===== src/rtl/cfg_par_port_pkg.sv =====
package cfg_par_port_pkg;

  typedef enum logic [1:0] {
    LANE_IDLE  = 2'd0,
    LANE_WRITE = 2'd1,
    LANE_READ  = 2'd2,
    LANE_ABORT = 2'd3
  } lane_e;

  // Illegal direction change: selected now and at the last edge, direction differs.
  function automatic logic dir_flipped(input logic sel_now, input logic sel_prev,
                                       input logic dir_now, input logic dir_prev);
    return sel_now & sel_prev & (dir_now ^ dir_prev);
  endfunction

  // Per-cycle port mode from the pins and the guard state.
  function automatic lane_e lane_of(input logic sel_now, input logic dir_now,
                                    input logic abort_now, input logic flip_now);
    if (!sel_now)                return LANE_IDLE;
    else if (abort_now || flip_now) return LANE_ABORT;
    else if (dir_now)             return LANE_READ;
    else                          return LANE_WRITE;
  endfunction

endpackage


===== src/rtl/cfg_dir_guard.sv =====
module cfg_dir_guard
  import cfg_par_port_pkg::*;
(
  input  logic clk,
  input  logic rst_n,
  input  logic sel,
  input  logic dir_rd,
  output logic flip,
  output logic abort_q
);

  logic sel_prev_q;
  logic dir_prev_q;

  assign flip = dir_flipped(sel, sel_prev_q, dir_rd, dir_prev_q);

  always_ff @(posedge clk or negedge rst_n) begin
    if (!rst_n) begin
      sel_prev_q <= 1'b0;
      dir_prev_q <= 1'b0;
      abort_q    <= 1'b0;
    end else begin
      sel_prev_q <= sel;
      if (sel) dir_prev_q <= dir_rd;
      if (!sel)      abort_q <= 1'b0;
      else if (flip) abort_q <= 1'b1;
    end
  end

  // a flip while selected leaves the abort flag set after the edge
  a_r4_flip_aborts: assert property (@(posedge clk) disable iff (!rst_n)
    flip |=> abort_q);

  // abort holds while still selected
  a_r5_abort_holds: assert property (@(posedge clk) disable iff (!rst_n)
    (abort_q && sel) |=> abort_q);

  // one deselected edge clears it
  a_r5_abort_clears: assert property (@(posedge clk) disable iff (!rst_n)
    !sel |=> !abort_q);

endmodule


===== src/rtl/cfg_write_lane.sv =====
module cfg_write_lane
  import cfg_par_port_pkg::*;
#(
  parameter int BUS_W = 16
) (
  input  logic             clk,
  input  logic             rst_n,
  input  lane_e            mode,
  input  logic [BUS_W-1:0] bus_i,
  input  logic             snk_ready,
  output logic             snk_valid,
  output logic [BUS_W-1:0] snk_data,
  output logic             stall
);

  assign snk_valid = (mode == LANE_WRITE) && snk_ready;
  assign snk_data  = bus_i;
  assign stall     = (mode == LANE_WRITE) && !snk_ready;

  // a stalled write never offers a word
  a_r3_stall_blocks: assert property (@(posedge clk) disable iff (!rst_n)
    stall |-> !snk_valid);

  // nothing reaches the sink in the abort lane
  a_r5_no_write_in_abort: assert property (@(posedge clk) disable iff (!rst_n)
    (mode == LANE_ABORT) |-> !snk_valid);

endmodule


===== src/rtl/cfg_read_lane.sv =====
module cfg_read_lane
  import cfg_par_port_pkg::*;
#(
  parameter int BUS_W = 16
) (
  input  logic             clk,
  input  logic             rst_n,
  input  lane_e            mode,
  input  logic             src_valid,
  input  logic [BUS_W-1:0] src_data,
  output logic             src_ready,
  output logic             drive_q,
  output logic             word_q,
  output logic [BUS_W-1:0] rdata_q
);

  logic take;

  assign src_ready = (mode == LANE_READ);
  assign take      = src_ready && src_valid;

  always_ff @(posedge clk or negedge rst_n) begin
    if (!rst_n) begin
      drive_q <= 1'b0;
      word_q  <= 1'b0;
      rdata_q <= '0;
    end else begin
      drive_q <= src_ready;
      word_q  <= take;
      if (take) rdata_q <= src_data;
    end
  end

  // driving starts only after a read-lane edge
  a_r6_drive_after_read: assert property (@(posedge clk) disable iff (!rst_n)
    $rose(drive_q) |-> $past(mode == LANE_READ));

  // a good word needs a completed source handshake at the previous edge
  a_r7_word_from_handshake: assert property (@(posedge clk) disable iff (!rst_n)
    word_q |-> $past(src_valid && src_ready));

endmodule


===== src/rtl/cfg_par_port.sv =====
module cfg_par_port
  import cfg_par_port_pkg::*;
#(
  parameter int BUS_W = 16
) (
  input  logic             clk,
  input  logic             rst_n,
  input  logic             sel_n,
  input  logic             dir_rd,
  input  logic [BUS_W-1:0] bus_i,
  output logic [BUS_W-1:0] bus_o,
  output logic             bus_oe,
  output logic             busy_o,
  output logic             busy_oe,
  output logic             abort_o,
  output logic             rd_vld,
  output logic             snk_valid,
  output logic [BUS_W-1:0] snk_data,
  input  logic             snk_ready,
  input  logic             src_valid,
  input  logic [BUS_W-1:0] src_data,
  output logic             src_ready
);

  localparam bit WIDTH_OK = (BUS_W == 8) || (BUS_W == 16) || (BUS_W == 32);

  logic  sel;
  logic  flip;
  logic  abort_q;
  logic  stall;
  logic  drive_q;
  logic  word_q;
  lane_e mode;

  assign sel  = !sel_n;
  assign mode = lane_of(sel, dir_rd, abort_q, flip);

  cfg_dir_guard u_guard (
    .clk     (clk),
    .rst_n   (rst_n),
    .sel     (sel),
    .dir_rd  (dir_rd),
    .flip    (flip),
    .abort_q (abort_q)
  );

  cfg_write_lane #(.BUS_W(BUS_W)) u_wr (
    .clk       (clk),
    .rst_n     (rst_n),
    .mode      (mode),
    .bus_i     (bus_i),
    .snk_ready (snk_ready),
    .snk_valid (snk_valid),
    .snk_data  (snk_data),
    .stall     (stall)
  );

  cfg_read_lane #(.BUS_W(BUS_W)) u_rd (
    .clk       (clk),
    .rst_n     (rst_n),
    .mode      (mode),
    .src_valid (src_valid),
    .src_data  (src_data),
    .src_ready (src_ready),
    .drive_q   (drive_q),
    .word_q    (word_q),
    .rdata_q   (bus_o)
  );

  assign bus_oe  = drive_q && (mode == LANE_READ);
  assign rd_vld  = bus_oe && word_q;
  assign busy_oe = sel;
  assign busy_o  = (mode == LANE_ABORT) || stall;
  assign abort_o = abort_q;

  // Bus width must be one of the supported widths
  initial a_width_legal: assert (WIDTH_OK);

  // a deselected port drives nothing and moves nothing
  a_r1_float: assert property (@(posedge clk) disable iff (!rst_n)
    sel_n |-> (!bus_oe && !busy_oe && !snk_valid && !src_ready));

  // the flip cycle itself reports busy and moves no word
  a_r4_flip_cycle_busy: assert property (@(posedge clk) disable iff (!rst_n)
    flip |-> (busy_o && !snk_valid && !src_ready));

  // abort keeps the bus undriven
  a_r5_abort_quiet: assert property (@(posedge clk) disable iff (!rst_n)
    abort_o |-> (!bus_oe && !src_ready));

endmodule


===== config.mk =====
export PLATFORM = sky130hd
export DESIGN_NAME = cfg_par_port
export DESIGN_NICKNAME = d
export VERILOG_FILES = /design/src/rtl/cfg_par_port_pkg.sv /design/src/rtl/cfg_dir_guard.sv /design/src/rtl/cfg_write_lane.sv /design/src/rtl/cfg_read_lane.sv /design/src/rtl/cfg_par_port.sv
export SDC_FILE = /design/constraint.sdc
export NUM_CORES = 1
export LEC_CHECK = 0
export BUFFER_PORTS_ARGS = -buffer_cell sky130_fd_sc_hd__buf_2
export CELL_PAD_IN_SITES_DETAIL_PLACEMENT = 1
export CELL_PAD_IN_SITES_GLOBAL_PLACEMENT = 1
export CORE_UTILIZATION = 31
export DETAILED_ROUTE_END_ITERATION = 8
export GPL_TIMING_DRIVEN = 0
export HOLD_SLACK_MARGIN = 0.02
export PLACE_DENSITY = 0.91
export SYNTH_ARGS = -nofsm -noshare
export SYNTH_HDL_FRONTEND = slang
export SYNTH_HIERARCHICAL = 1
export SYNTH_SLANG_ARGS = --single-unit

===== constraint.sdc =====
create_clock -name clk -period 4.6 [get_ports clk]
set_clock_uncertainty 0.05 [all_clocks]
set_input_delay 0.46 -clock clk [delete_from_list [all_inputs] [get_ports clk]]
set_output_delay 0.46 -clock clk [all_outputs]
set_load 0.005 [all_outputs]

After elaboration in Yosys (flattened, before gate mapping)

Index checks and enable logic that the tools add are counted.

$add $sub $neg: 0
Multipliers: 0
Div/mod/pow operators: 0
Magnitude comparators: 0
Equality and inequality tests: 3
Shift operators: 0
Muxes and demuxes: 5
Bitwise logic cells: 3
Reduce and logical (&&, ||, !) cells: 10

Operators by type and width:

| cell                                                             | number |
|---|---|
| 2-bit 2-to-1 mux                                                 | 3 |
| 1-bit logical AND                                                | 5 |
| 2-bit == test (second input constant)                            | 2 |
| 1-bit AND                                                        | 2 |
| 2-bit by 1-bit == test with 1-bit output (second input constant) | 1 |
| 1-bit logical NOT                                                | 2 |
| 1-bit logical OR                                                 | 2 |
| 1-bit 2-to-1 mux                                                 | 2 |
| 2-bit nonzero test                                               | 1 |
| 1-bit bitwise XOR                                                | 1 |

Register bits after elaboration: 21
Latch bits: 0
Memory bits (writable): 0
Memory bits (read-only): 0
Memories kept: 0

Depth between registers and ports, before layout

Gate-level depths: netlist of the first run.

Depth in word-level cells: 9
Gate-level depth with buffers: 8

Cells and area by module

The synthesis of the first run kept the hierarchy.

By module, submodules not included:

| module         | times used | cells each | area each (sq um) | sequential area each (sq um) |
|---|---|---|---|---|
| cfg_read_lane  | 1          | 38         | 705.7             | 450.4 |
| cfg_write_lane | 1          | 18         | 141.4             | 0.0 |
| cfg_dir_guard  | 1          | 8          | 116.4             | 75.1 |
| cfg_par_port   | 1          | 10         | 63.8              | 0.0 |

Least setup slack after synthesis of the first run

Ideal clock, no wire load.

Path type: input to register
Start: in sel_n
End: reg u_rd.rdata_q[10]
Setup time: 0.125 ns
Arrival: 1.805 ns
Path slack: 2.620 ns
Stages on the path: 8
Buffers on the path: 1
Cells stage by stage: inv_1 -> and2_1 -> and2_1 -> nor2_1 -> a21oi_1 -> nand3b_4 -> buf_6 -> mux2_4

Word-level cells in the longest chain between the ends: 8

Ends and longest elaborated chain:

| what                   | line                   | source |
|---|---|---|
| from (decl)            | cfg_par_port.sv:8      | `input logic sel_n,` |
| 1-bit logical NOT      | cfg_par_port.sv:35     | `assign sel = !sel_n;` |
| 1-bit AND (2 in a row) | cfg_par_port_pkg.sv:13 | `return sel_now & sel_prev & (dir_now ^ dir_prev);` |
| net flip               | cfg_par_port.sv:28     | `logic flip;` |
| 1-bit logical OR       | cfg_par_port_pkg.sv:20 | `else if (abort_now \|\| flip_now) return LANE_ABORT;` |
| 2-bit 2-to-1 mux       | cfg_par_port_pkg.sv:20 |  |
| 2-bit 2-to-1 mux       | cfg_par_port_pkg.sv:19 | `if (!sel_now) return LANE_IDLE;` |
| net mode[0]            | cfg_par_port.sv:33     | `lane_e mode;` |
| 2-bit == test          | cfg_read_lane.sv:19    | `assign src_ready = (mode == LANE_READ);` |
| 1-bit logical AND      | cfg_read_lane.sv:20    | `assign take = src_ready && src_valid;` |
| to (signal assigned)   | cfg_read_lane.sv:30    | `if (take) rdata_q <= src_data;` |
| to (decl)              | cfg_read_lane.sv:14    | `output logic [BUS_W-1:0] rdata_q` |

The timed path passes the listed nets, and every way through them passes these cells.
A chain may end at the register's enable or synchronous reset.

Worst setup path after layout of the first run

Start: reg u_guard.dir_prev_q
End: out busy_o

Word-level cells in the longest chain between the ends: 8
Elaborated cells on any way between the ends: 9
Those cells by class: eq/ne (2); mux (2); bitwise (2); reduce/logical (3)

Ends and longest elaborated chain:

| what                                     | line                   | source |
|---|---|---|
| from (decl)                              | cfg_dir_guard.sv:13    | `logic dir_prev_q;` |
| from (signal assigned)                   | cfg_dir_guard.sv:24    | `if (sel) dir_prev_q <= dir_rd;` |
| 1-bit bitwise XOR                        | cfg_par_port_pkg.sv:13 |  |
| 1-bit AND                                | cfg_par_port_pkg.sv:13 |  |
| net flip                                 | cfg_par_port.sv:28     |  |
| 1-bit logical OR                         | cfg_par_port_pkg.sv:20 |  |
| 2-bit 2-to-1 mux                         | cfg_par_port_pkg.sv:20 |  |
| 2-bit 2-to-1 mux                         | cfg_par_port_pkg.sv:19 |  |
| net mode[0]                              | cfg_par_port.sv:33     |  |
| 2-bit by 1-bit == test with 1-bit output | cfg_write_lane.sv:18   | `assign stall = (mode == LANE_WRITE) && !snk_ready;` |
| 1-bit logical AND                        | cfg_write_lane.sv:18   |  |
| net stall                                | cfg_par_port.sv:30     | `logic stall;` |
| 1-bit logical OR                         | cfg_par_port.sv:73     | `assign busy_o = (mode == LANE_ABORT) \|\| stall;` |
| to (decl)                                | cfg_par_port.sv:13     | `output logic busy_o,` |

The timed path passes the listed nets, and every way through them passes these cells.

==> metrics.md, run 1 <==
| Metric | Value |
|---|---|
| Reg clk slew, reported paths | `between 100 and 150 ps` |
| Post-Synth Adder-Cell Area | `0%` |
| Compound-Gate Fraction of Synth Area | `roughly 2.1%` |
| Overall Power | `0.000492 W` |
| Initial Util | `between 30% and 40%` |
| Clock Latency Late Sink | `about 300 ps` |
| Post-CTS Setup Inserts | `0` |
| Min Tclk post-route | `about 2400 ps` |
| Max-slew headroom | `between 60 and 70%` |
| Critical Path AT | `approximately 1900 ps` |
| Post-route ant nets | `0` |
| Max Freq | `between 400 and 500 MHz` |
| Commonest non-fill, non-tap cell in the layout | `buf_2` |
| Final GP Congestion | `between 0.6 and 0.7` |
| Yosys cell types | `21` |
| Critical Path End Type | `output port` |
| CTS Root Cell | `clkbuf_4` |
| Routed len/inst | `around 12 µm` |
| Power Dens Cells | `349 mW/mm²` |
| Syn Area/Cell | `between 10 and 15 µm²` |
| Commonest cells after routing, fill and taps aside | `buf_2, dfrtp_1, buf_4, mux2_4, mux2_2` |
| Mapped cell area | `just over 0.001 mm²` |
| Antenna diode count | `0` |
| CTS Buf Count | `3` |
| Vias in the first global route | `around 700` |
| GR Util met1 | `13.1%` |
| Area Growth Syn to Fin | `37.5%` |
| Crit Path Category | `reg -> out` |
| DRT iter0 DRCs | `22` |
| Endpoints failing hold | `0` |
| Detail Placement HPWL | `1.79 mm` |
| Sequential cell area fraction in the yosys report | `slightly above 50%` |
| GRT met3 Usage | `under 10%` |
| Reg2Reg Depth | `7` |
| Chip Height | `59.6 µm` |
| Total Neg Setup Slack | `0 ps` |
| IO buf count | `60` |
| Via density per instance | `4.21` |
| Crit-path max FO | `4` |
| Die Width | `between 50 and 60 µm` |
| Fillers | `~380` |
| First-pass GRT wire length | `~3.3 mm` |
| Final wirelength | `approximately 2.2 mm` |
| Share of layout cells above drive strength 1 | `between 70% and 80%` |
| # hold bufs at CTS | `0` |
| Req. time, crit path | `between 4000 and 5000 ps` |
| Post-synthesis mux area share | `21.9%` |
| DR pass1 iterations | `3` |
| Hold Crit Class | `in -> async` |
| Tightest Pin Transition | `~470 ps` |
| Tcrit/Tclk final | `between 50% and 60%` |
| Core Box Area | `between 0.003 and 0.004 mm²` |
| Sink Count | `21` |
| Final Setup Violations | `0` |
| Mapped Cells | `74` |
| XOR/XNOR share of the synthesized area | `less than 1%` |
| Run status | `finished clean` |
| Max-slew violations | `0` |
| Largest family of logic cells by synthesized area | `multiplexers` |
| Yosys warning total | `6` |
| Nets@finish | `roughly 180` |
| Synthesis-stage register bit count | `21` |
| Initial antenna violation count | `0` |
| DR vias | `roughly 770` |
| GRT Resource Usage Total | `approximately an eighth` |
| Leakage | `slightly below 0.8 nW` |
| Row count | `20` |
| Max Root-Sink Buffers | `2` |
| Grt peak-use layer | `met2` |
| CTS resizes | `0` |
| Unrepaired setup endpoints after global routing | `false` |
| Die area | `roughly 0.0035 mm²` |
| # H-tree levels | `1` |
| IR drop worst, VDD | `~180 µV` |
| Grt ovf | `0` |
| Syn Nets | `approximately 110` |
| M2 GR Usage | `between 20 and 25%` |
| CTS tree | `done` |
| # IOs | `between 70 and 80` |
| Final core occ | `45.5%` |
| # DRC | `0` |
| MaxCap Viol Count | `0` |
| Setup crit start kind | `register` |
| Post-Synth Simple-Gate Area | `a little over a tenth` |
| Largest net degree at the start of global routing | `22` |
==> state kept, by name, indices dropped and copies added (netlist names) <==
name and cells:
u_rd/rdata_q 16, u_guard/abort_q 1, u_guard/dir_prev_q 1, u_guard/sel_prev_q 1, u_rd/drive_q 1, u_rd/word_q 1
==> final cells by class <==
class,count,area (µm²),share of cell area [%]
plain buffers,17,131,9.30
repair buffers,60,300,21.3
well taps,44,55.1,3.90
clock buffers,3,22.5,1.59
clock inverters,1,7.51,0.531
inverters,2,7.51,0.531
multi-input cells,34,363,25.7
flip-flops and latches,21,526,37.2
==> stage by stage <==
stage	setup slack (ps)	instances	hold slack [ps]	area (µm²)
6_report	2180	182	35.5	1410
2_1_floorplan	2620	74	114	1030
4_1_cts	2160	182	35.5	1410
3_5_place_dp	2200	178	399	1380
3_3_place_gp	2310	178	383	1380
5_1_grt	2040	182	34.0	1410
==> cells by family (layout without fill, tap and decap cells) <==
family / after synthesis / in the layout
multiplexers: 17 / 17
buffers and inverters: 19 / 83
AND/OR/NAND/NOR: 13 / 13
AO/OA/AOI/OAI: 3 / 3
XOR/XNOR: 1 / 1
flip-flops: 21 / 21
==> layer usage <==
layer	wire length, µm	up-vias
li1	-	360
met1	827	367
met2	1210	38
met3	160	2
met4	10	0
met5	0	-
==> power breakdown <==
group	switching [W]	internal [W]	total, W
sequential	0.0000226	0.000227	0.000249
combinational	0.0000555	0.0000977	0.000153
clock	0.0000569	0.0000331	0.0000900
==> path summary, 6_finish.rpt <==
| kind | start | to | slack, ps |
|---|---|---|---|
| hold / removal | rst_n | u_rd/rdata_q[13] | 40 |
| min in group clk | src_data[5] | u_rd/rdata_q[5] | 320 |
| max in group asynchronous | rst_n | u_guard/abort_q | 4130 |
| hold reg to reg | u_rd/rdata_q[1] | u_rd/rdata_q[1] | 460 |
| setup reg to reg | u_guard/dir_prev_q | u_rd/rdata_q[4] | 2570 |
| setup / recovery | u_guard/dir_prev_q | busy_o | 2180 |
==> synth_stat cells, drive strengths merged <==
cell	count	area share, %
mux2	17	22
nor2	2	0.73
nand3b	1	1.9
nor2b	1	0.61
dfrtp	21	51
a21oi	1	0.49
a22o	1	0.85
nor3b	2	2.4
nor3	2	1.5
or3b	1	0.85
inv	2	0.73
buf	17	13
and2	2	1.2
o21bai	1	0.73
xor2	1	0.85
and3b	1	0.85
nand2	1	0.37
==> worst max-delay path, stage by stage, from the launching register on <==
cell and delay [ps]:
dfrtp_1 400, xor2_1 180, and2_1 200, nor2_1 70, a21oi_1 260, nor3b_2 230, o21bai_1 130, buf_2 130
(Power assumes the default switching activity.)
==> run 2, diff against run 1 <==
--- a/config.mk
+++ b/config.mk
@@ -8,11 +8,11 @@
 export BUFFER_PORTS_ARGS = -buffer_cell sky130_fd_sc_hd__buf_2
 export CELL_PAD_IN_SITES_DETAIL_PLACEMENT = 1
 export CELL_PAD_IN_SITES_GLOBAL_PLACEMENT = 1
-export CORE_UTILIZATION = 31
+export CORE_UTILIZATION = 26
 export DETAILED_ROUTE_END_ITERATION = 8
 export GPL_TIMING_DRIVEN = 0
 export HOLD_SLACK_MARGIN = 0.02
-export PLACE_DENSITY = 0.91
+export PLACE_DENSITY = 0.82
 export SYNTH_ARGS = -nofsm -noshare
 export SYNTH_HDL_FRONTEND = slang
 export SYNTH_HIERARCHICAL = 1
==> constraint.sdc (replaced) <==
create_clock -name clk -period 2.12 [get_ports clk]
set_clock_uncertainty 0.05 [all_clocks]
set_input_delay 0.212 -clock clk [delete_from_list [all_inputs] [get_ports clk]]
set_output_delay 0.212 -clock clk [all_outputs]
set_load 0.005 [all_outputs]
==> run 2 against run 1 <==
Critical path depth is the same. Combinational power is 120% higher. Cell count grew 2.7%. Clock power rose to 2.9 times the previous value. Design area increased by 3.9%. Worst setup slack lost 2100 ps. Via count up 0.52%. Count of clock-buffer cells in the layout did not move. Critical path type unchanged. Largest cell class unchanged.
==> metrics.md, run 2 (synthesis gave the netlist of run 1 again) <==
| Metric | Value |
|---|---|
| CTS Buf Count | `3` |
| Req. time, crit path | `about 1900 ps` |
| Setup crit start kind | `register` |
| Crit-path max FO | `4` |
| Register area | `between 500 and 600 µm²` |
| Power Dens Cells | `slightly below 800 mW/mm²` |
| M2 GR Usage | `24.0%` |
| Total Neg Setup Slack | `0 ps` |
| Largest net degree at the start of global routing | `22` |
| Crit Path Category | `reg -> out` |
| Grt ovf | `0` |
| Detail Placement HPWL | `about 2.0 mm` |
| Post-route ant nets | `0` |
| Initial Util | `roughly 28%` |
| GR Util met1 | `12.6%` |
| Commonest cells after routing, fill and taps aside | `buf_2, dfrtp_1, buf_4, mux2_4, mux2_2` |
| Final core occ | `just under 40%` |
| IO buf count | `60` |
| CTS Root Cell | `clkbuf_8` |
| Die area | `0.00421 mm²` |
| GRT Resource Usage Total | `roughly an eighth` |
| # IOs | `77` |
| Initial antenna violation count | `0` |
| Final GP Congestion | `between 0.6 and 0.7` |
| Endpoints failing hold | `0` |
| Final Setup Violations | `0` |
| Max-slew violations | `0` |
| Reg clk slew, reported paths | `approximately 80 ps` |
| Antenna diode count | `0` |
| Clock Latency Late Sink | `between 200 and 300 ps` |
| Final worst slack | `66.9 ps` |
| Tightest Pin Transition | `between 400 and 500 ps` |
| Sink Count | `21` |
| Run status | `finished clean` |
| Max-slew headroom | `about 70%` |
| Commonest non-fill, non-tap cell in the layout | `buf_2` |
| Row count | `22` |
| DR pass1 iterations | `2` |
| Core Box Area | `0.00372 mm²` |
| Chip Height | `around 65 µm` |
| Critical Path End Type | `output port` |
| Max Root-Sink Buffers | `2` |
| Leakage | `~0.81 nW` |
| Area of the multi-input gates | `387 µm²` |
| Max Freq | `487 MHz` |
| DRT iter0 DRCs | `8` |
| Share of layout cells above drive strength 1 | `slightly below 80%` |
| Grt peak-use layer | `met2` |
| CTS tree | `done` |
| Area Growth Syn to Fin | `42.9%` |
| Routed len/inst | `between 10 and 15 µm` |
| MaxCap Viol Count | `0` |
| Critical Path AT | `1790 ps` |
| Final wirelength | `2.45 mm` |
| Tcrit/Tclk final | `a little under 100%` |
| Die Width | `64.9 µm` |
| Post-place setup slack | `-1.53 ps` |
| Top reg by flops | `u_rd/rdata_q` |
| IR drop worst, VDD | `360 µV` |
| DR vias | `771` |
| Nets@finish | `~180` |
| Hold Crit Class | `in -> reg` |
| Overall Power | `roughly 0.0011 W` |
| First-pass GRT wire length | `~3.8 mm` |
| Fillers | `around 420` |
| # H-tree levels | `1` |
| Min Tclk post-route | `2050 ps` |
| Vias in the first global route | `between 800 and 900` |
| Number of flip-flops in the largest register | `16` |
| Via density per instance | `4.12` |
| GRT met3 Usage | `2.11%` |
| # DRC | `0` |
[run 2: cell types whose count changed in the layout (fill, tap and decap cells not counted), sizes merged]
cell         previous run  this run
clkinv                  0         1
clkinvlp                1         0
dlygate4sd3             0         1
[run 2: final cells by class]
type / instances / area share [%]
Clock buffer: 3 / 2.81
Tap cell: 48 / 4.09
Multi-Input combinational cell: 34 / 26.3
Timing Repair Buffer: 61 / 21.1
Buffer: 17 / 8.95
Sequential cell: 21 / 35.8
Inverter: 2 / 0.512
Clock inverter: 1 / 0.341
[run 2: layer usage]
layer	vias up	wire [µm]	share of wire, %
met2	43	1460	60
met3	2	163	6.7
met4	0	13	0.53
li1	359	-	-
met5	-	0	0
met1	367	809	33
[run 2: final timing paths]
kind	startpoint	end	slack, ps	cells past startpoint
setup reg to reg	u_guard/dir_prev_q	u_rd/rdata_q[9]	190	7
hold reg to reg	u_rd/rdata_q[15]	u_rd/rdata_q[15]	460	1
setup / recovery	u_guard/dir_prev_q	busy_o	70	7
hold / removal	src_data[10]	u_rd/rdata_q[10]	130	2
min in group asynchronous	rst_n	u_rd/drive_q	410	2
max in group asynchronous	rst_n	u_rd/rdata_q[9]	1290	2
[run 2: through the flow]
stage | hold slack (ps) | cell area, µm² | cells
after floorplan | -134 | 1030 | 74
after global placement | 137 | 1390 | 182
after detailed placement | 154 | 1390 | 182
after CTS | 121 | 1450 | 187
after global routing | 113 | 1470 | 187
final | 127 | 1470 | 187
[run 2: where the power goes]
group	total, W	switching (W)	leakage [nW]	internal [W]
registers	0.000545	0.0000520	0.252	0.000493
logic	0.000340	0.000124	0.530	0.000217
clock network	0.000258	0.000128	0.0255	0.000131
total	0.00114	0.000304	0.808	0.000840
[run 2: worst max-delay path: stages, from the launching register on]
cell and delay, ps:
dfrtp_1 410, xor2_2 190, and2_4 160, nor3_2 190, nor2_2 100, nor3b_2 200
o21bai_1 140, buf_2 140
[run 2: timing repair]
action / 4_1_cts / 5_1_grt
pin swaps: 0 / 1
endpoints found under the setup margin: 1 / 12
endpoints found under the hold margin: 21 / 0
gates resized for setup: 1 / 5
setup buffers: 0 / 0
hold buffers: 1 / 0
==> run 3, diff against run 2 <==
--- a/config.mk
+++ b/config.mk
@@ -13,6 +13,7 @@
 export GPL_TIMING_DRIVEN = 0
 export HOLD_SLACK_MARGIN = 0.02
 export PLACE_DENSITY = 0.82
+export RECOVER_POWER = 50
 export SYNTH_ARGS = -nofsm -noshare
 export SYNTH_HDL_FRONTEND = slang
 export SYNTH_HIERARCHICAL = 1
==> run 3 against run 2 <==
Combinational power is essentially flat. Utilization down 0.20 points. Sequential cell count is the same. Sequential share of layout area rose by 0.18 points. Non-clock buffer count unchanged.
==> metrics.md, run 3 (synthesis gave the netlist of run 1 again) <==
| Metric | Value |
|---|---|
| Chip Height | `~65 µm` |
| # DRC | `0` |
| Max-slew headroom | `a little over a quarter` |
| Largest stage delay, worst path | `410 ps` |
| Max Root-Sink Buffers | `2` |
| Max Freq | `487 MHz` |
| Crit Path Category | `reg -> out` |
| Run status | `finished clean` |
| CP endpoint | `busy_o` |
| Critical Path AT | `roughly 1800 ps` |
| Crit-path max FO | `4` |
| Post-place setup slack | `-1.53 ps` |
| Number of flip-flops in the largest register | `16` |
| Row count | `22` |
| IO buf count | `60` |
| # H-tree levels | `1` |
| Post-route insts no fill | `about 190` |
| CP delay by family, top | `simple AND/OR/NAND/NOR gates` |
| Vias in the first global route | `835` |
| Die Width | `around 65 µm` |
| Total Neg Setup Slack | `0 ps` |
| GRT Resource Usage Total | `roughly an eighth` |
| Grt ovf | `0` |
| CTS Root Cell | `clkbuf_8` |
| Sink Count | `21` |
| Final GP Congestion | `around 0.65` |
| Tightest Pin Transition | `~1100 ps` |
| Initial antenna violation count | `0` |
| Max-slew violations | `0` |
| Reg2Reg Depth | `7` |
| DRT iter0 DRCs | `8` |
| CTS Buf Count | `3` |
| Tcrit/Tclk final | `96.8%` |
| Commonest cells after routing, fill and taps aside | `buf_2, dfrtp_1, clkbuf_4, mux2_4, mux2_2` |
| Endpoints failing hold | `0` |
| R2r startpoint | `u_guard/dir_prev_q` |
| DR pass1 iterations | `2` |
| Core Box Area | `0.00372 mm²` |
| Min Tclk post-route | `around 2100 ps` |
| CTS tree | `done` |
| Final Setup Violations | `0` |
| Req. time, crit path | `about 1900 ps` |
| Worst r2r dst | `u_rd/rdata_q[9]` |
| Nets@finish | `between 150 and 200` |
| Fillers | `419` |
| Clock Latency Late Sink | `around 260 ps` |
| Hold_ws | `between 100 and 150 ps` |
| Die area | `0.00421 mm²` |
| Initial Util | `between 20 and 30%` |
| First-pass GRT wire length | `approximately 3.8 mm` |
| Crit path depth | `7` |
| Routed len/inst | `13.0 µm` |
| Detail Placement HPWL | `approximately 2 mm` |
| Worst path slowest cell | `dfrtp_1` |
| R2R setup slack | `around 190 ps` |
| Setup crit start kind | `register` |
| IR drop worst, VDD | `360 µV` |
| Final worst slack | `roughly 67 ps` |
| Critical Path End Type | `output port` |
| Antenna diode count | `0` |
| Final wirelength | `approximately 2.4 mm` |
| Area Growth Syn to Fin | `42.1%` |
| Cells after DPL | `around 180` |
| MaxCap Viol Count | `0` |
| Top reg by flops | `u_rd/rdata_q` |
| Register area | `526 µm²` |
| Area of the multi-input gates | `just under 400 µm²` |
| Hold Crit Class | `in -> reg` |
| Largest net degree at the start of global routing | `22` |
| Commonest non-fill, non-tap cell in the layout | `buf_2` |
| Power Dens Cells | `roughly 800 mW/mm²` |
| Post-route ant nets | `0` |
| Crit-path cells | `xor2_2 -> and2_4 -> nor3_2 -> nor2_2 -> nor3b_2 -> o21bai_1 -> buf_2` |
| Leakage | `roughly 0.79 nW` |
| Reg clk slew, reported paths | `80 ps` |
| Overall Power | `approximately 0.0011 W` |
| # IOs | `77` |
| Via density per instance | `~4.1` |
| CP startpoint | `u_guard/dir_prev_q` |
| Crit path buf inv count | `1` |
| DR vias | `roughly 770` |
| Share of layout cells above drive strength 1 | `72.7%` |
==> run 3: cell count changes in the layout (fill, tap and decap cells not counted), sizes merged <==
cell,change
buf,-17
clkbuf,+17
==> run 3: how the worst min path moves through the flow <==
stage	cells after the start	startpoint	slack [ps]	to
after global placement	1	rst_n	140	u_rd/rdata_q[3]
after CTS	2	src_data[10]	120	u_rd/rdata_q[10]
final	2	src_data[10]	130	u_rd/rdata_q[10]
after detailed placement	1	rst_n	150	u_rd/rdata_q[0]
after global routing	2	src_data[10]	110	u_rd/rdata_q[10]
after floorplan	0	rst_n	-130	u_guard/abort_q
==> run 3: power by group <==
part           switching [W]  internal [W]  leakage [nW]  total [W]
Combinational       0.000124      0.000214         0.511   0.000338
Clock               0.000128      0.000131        0.0255   0.000258
Sequential         0.0000520      0.000493         0.252   0.000545
==> run 3: metal layers <==
layer	global-route usage [%]	up-vias	part of all wire, %
li1	-	359	-
met1	12.6	368	33
met2	24.0	43	60
met3	2.11	2	7.0
met4	3.33	0	0.53
met5	0	-	0
==> run 3: area by class of cell <==
cell class | instances | share of cell area (%)
multi-input combinational | 34 | 26.5
timing repair buffer | 61 | 20.7
tap | 48 | 4.11
sequential | 21 | 36.0
buffer | 17 | 9.00
clock buffer | 3 | 2.83
inverter | 2 | 0.514
clock inverter | 1 | 0.343
==> run 3: what timing repair did <==
action,4_1_cts,5_1_grt
gates cloned,0,0
resized for setup,1,5
buffers inserted,0,0
pin swaps,0,1
hold endpoints to repair,21,0
hold buffers,1,0
setup endpoints to repair,1,12
==> run 3: metrics by stage <==
step	util (%)	area [µm²]
after global placement	37.3	1390
final	39.3	1460
after CTS	39.0	1450
after detailed placement	37.3	1390
after global routing	39.3	1460
after floorplan	-	1030
==> run 3: worst reg2reg max path, cell delays in order (launching register included) <==
cell      delay (ps)
dfrtp_1          410
xor2_2           200
and2_4           190
nor2_2            60
a21oi_2          180
nand3b_4         230
buf_6            200
mux2_4           310
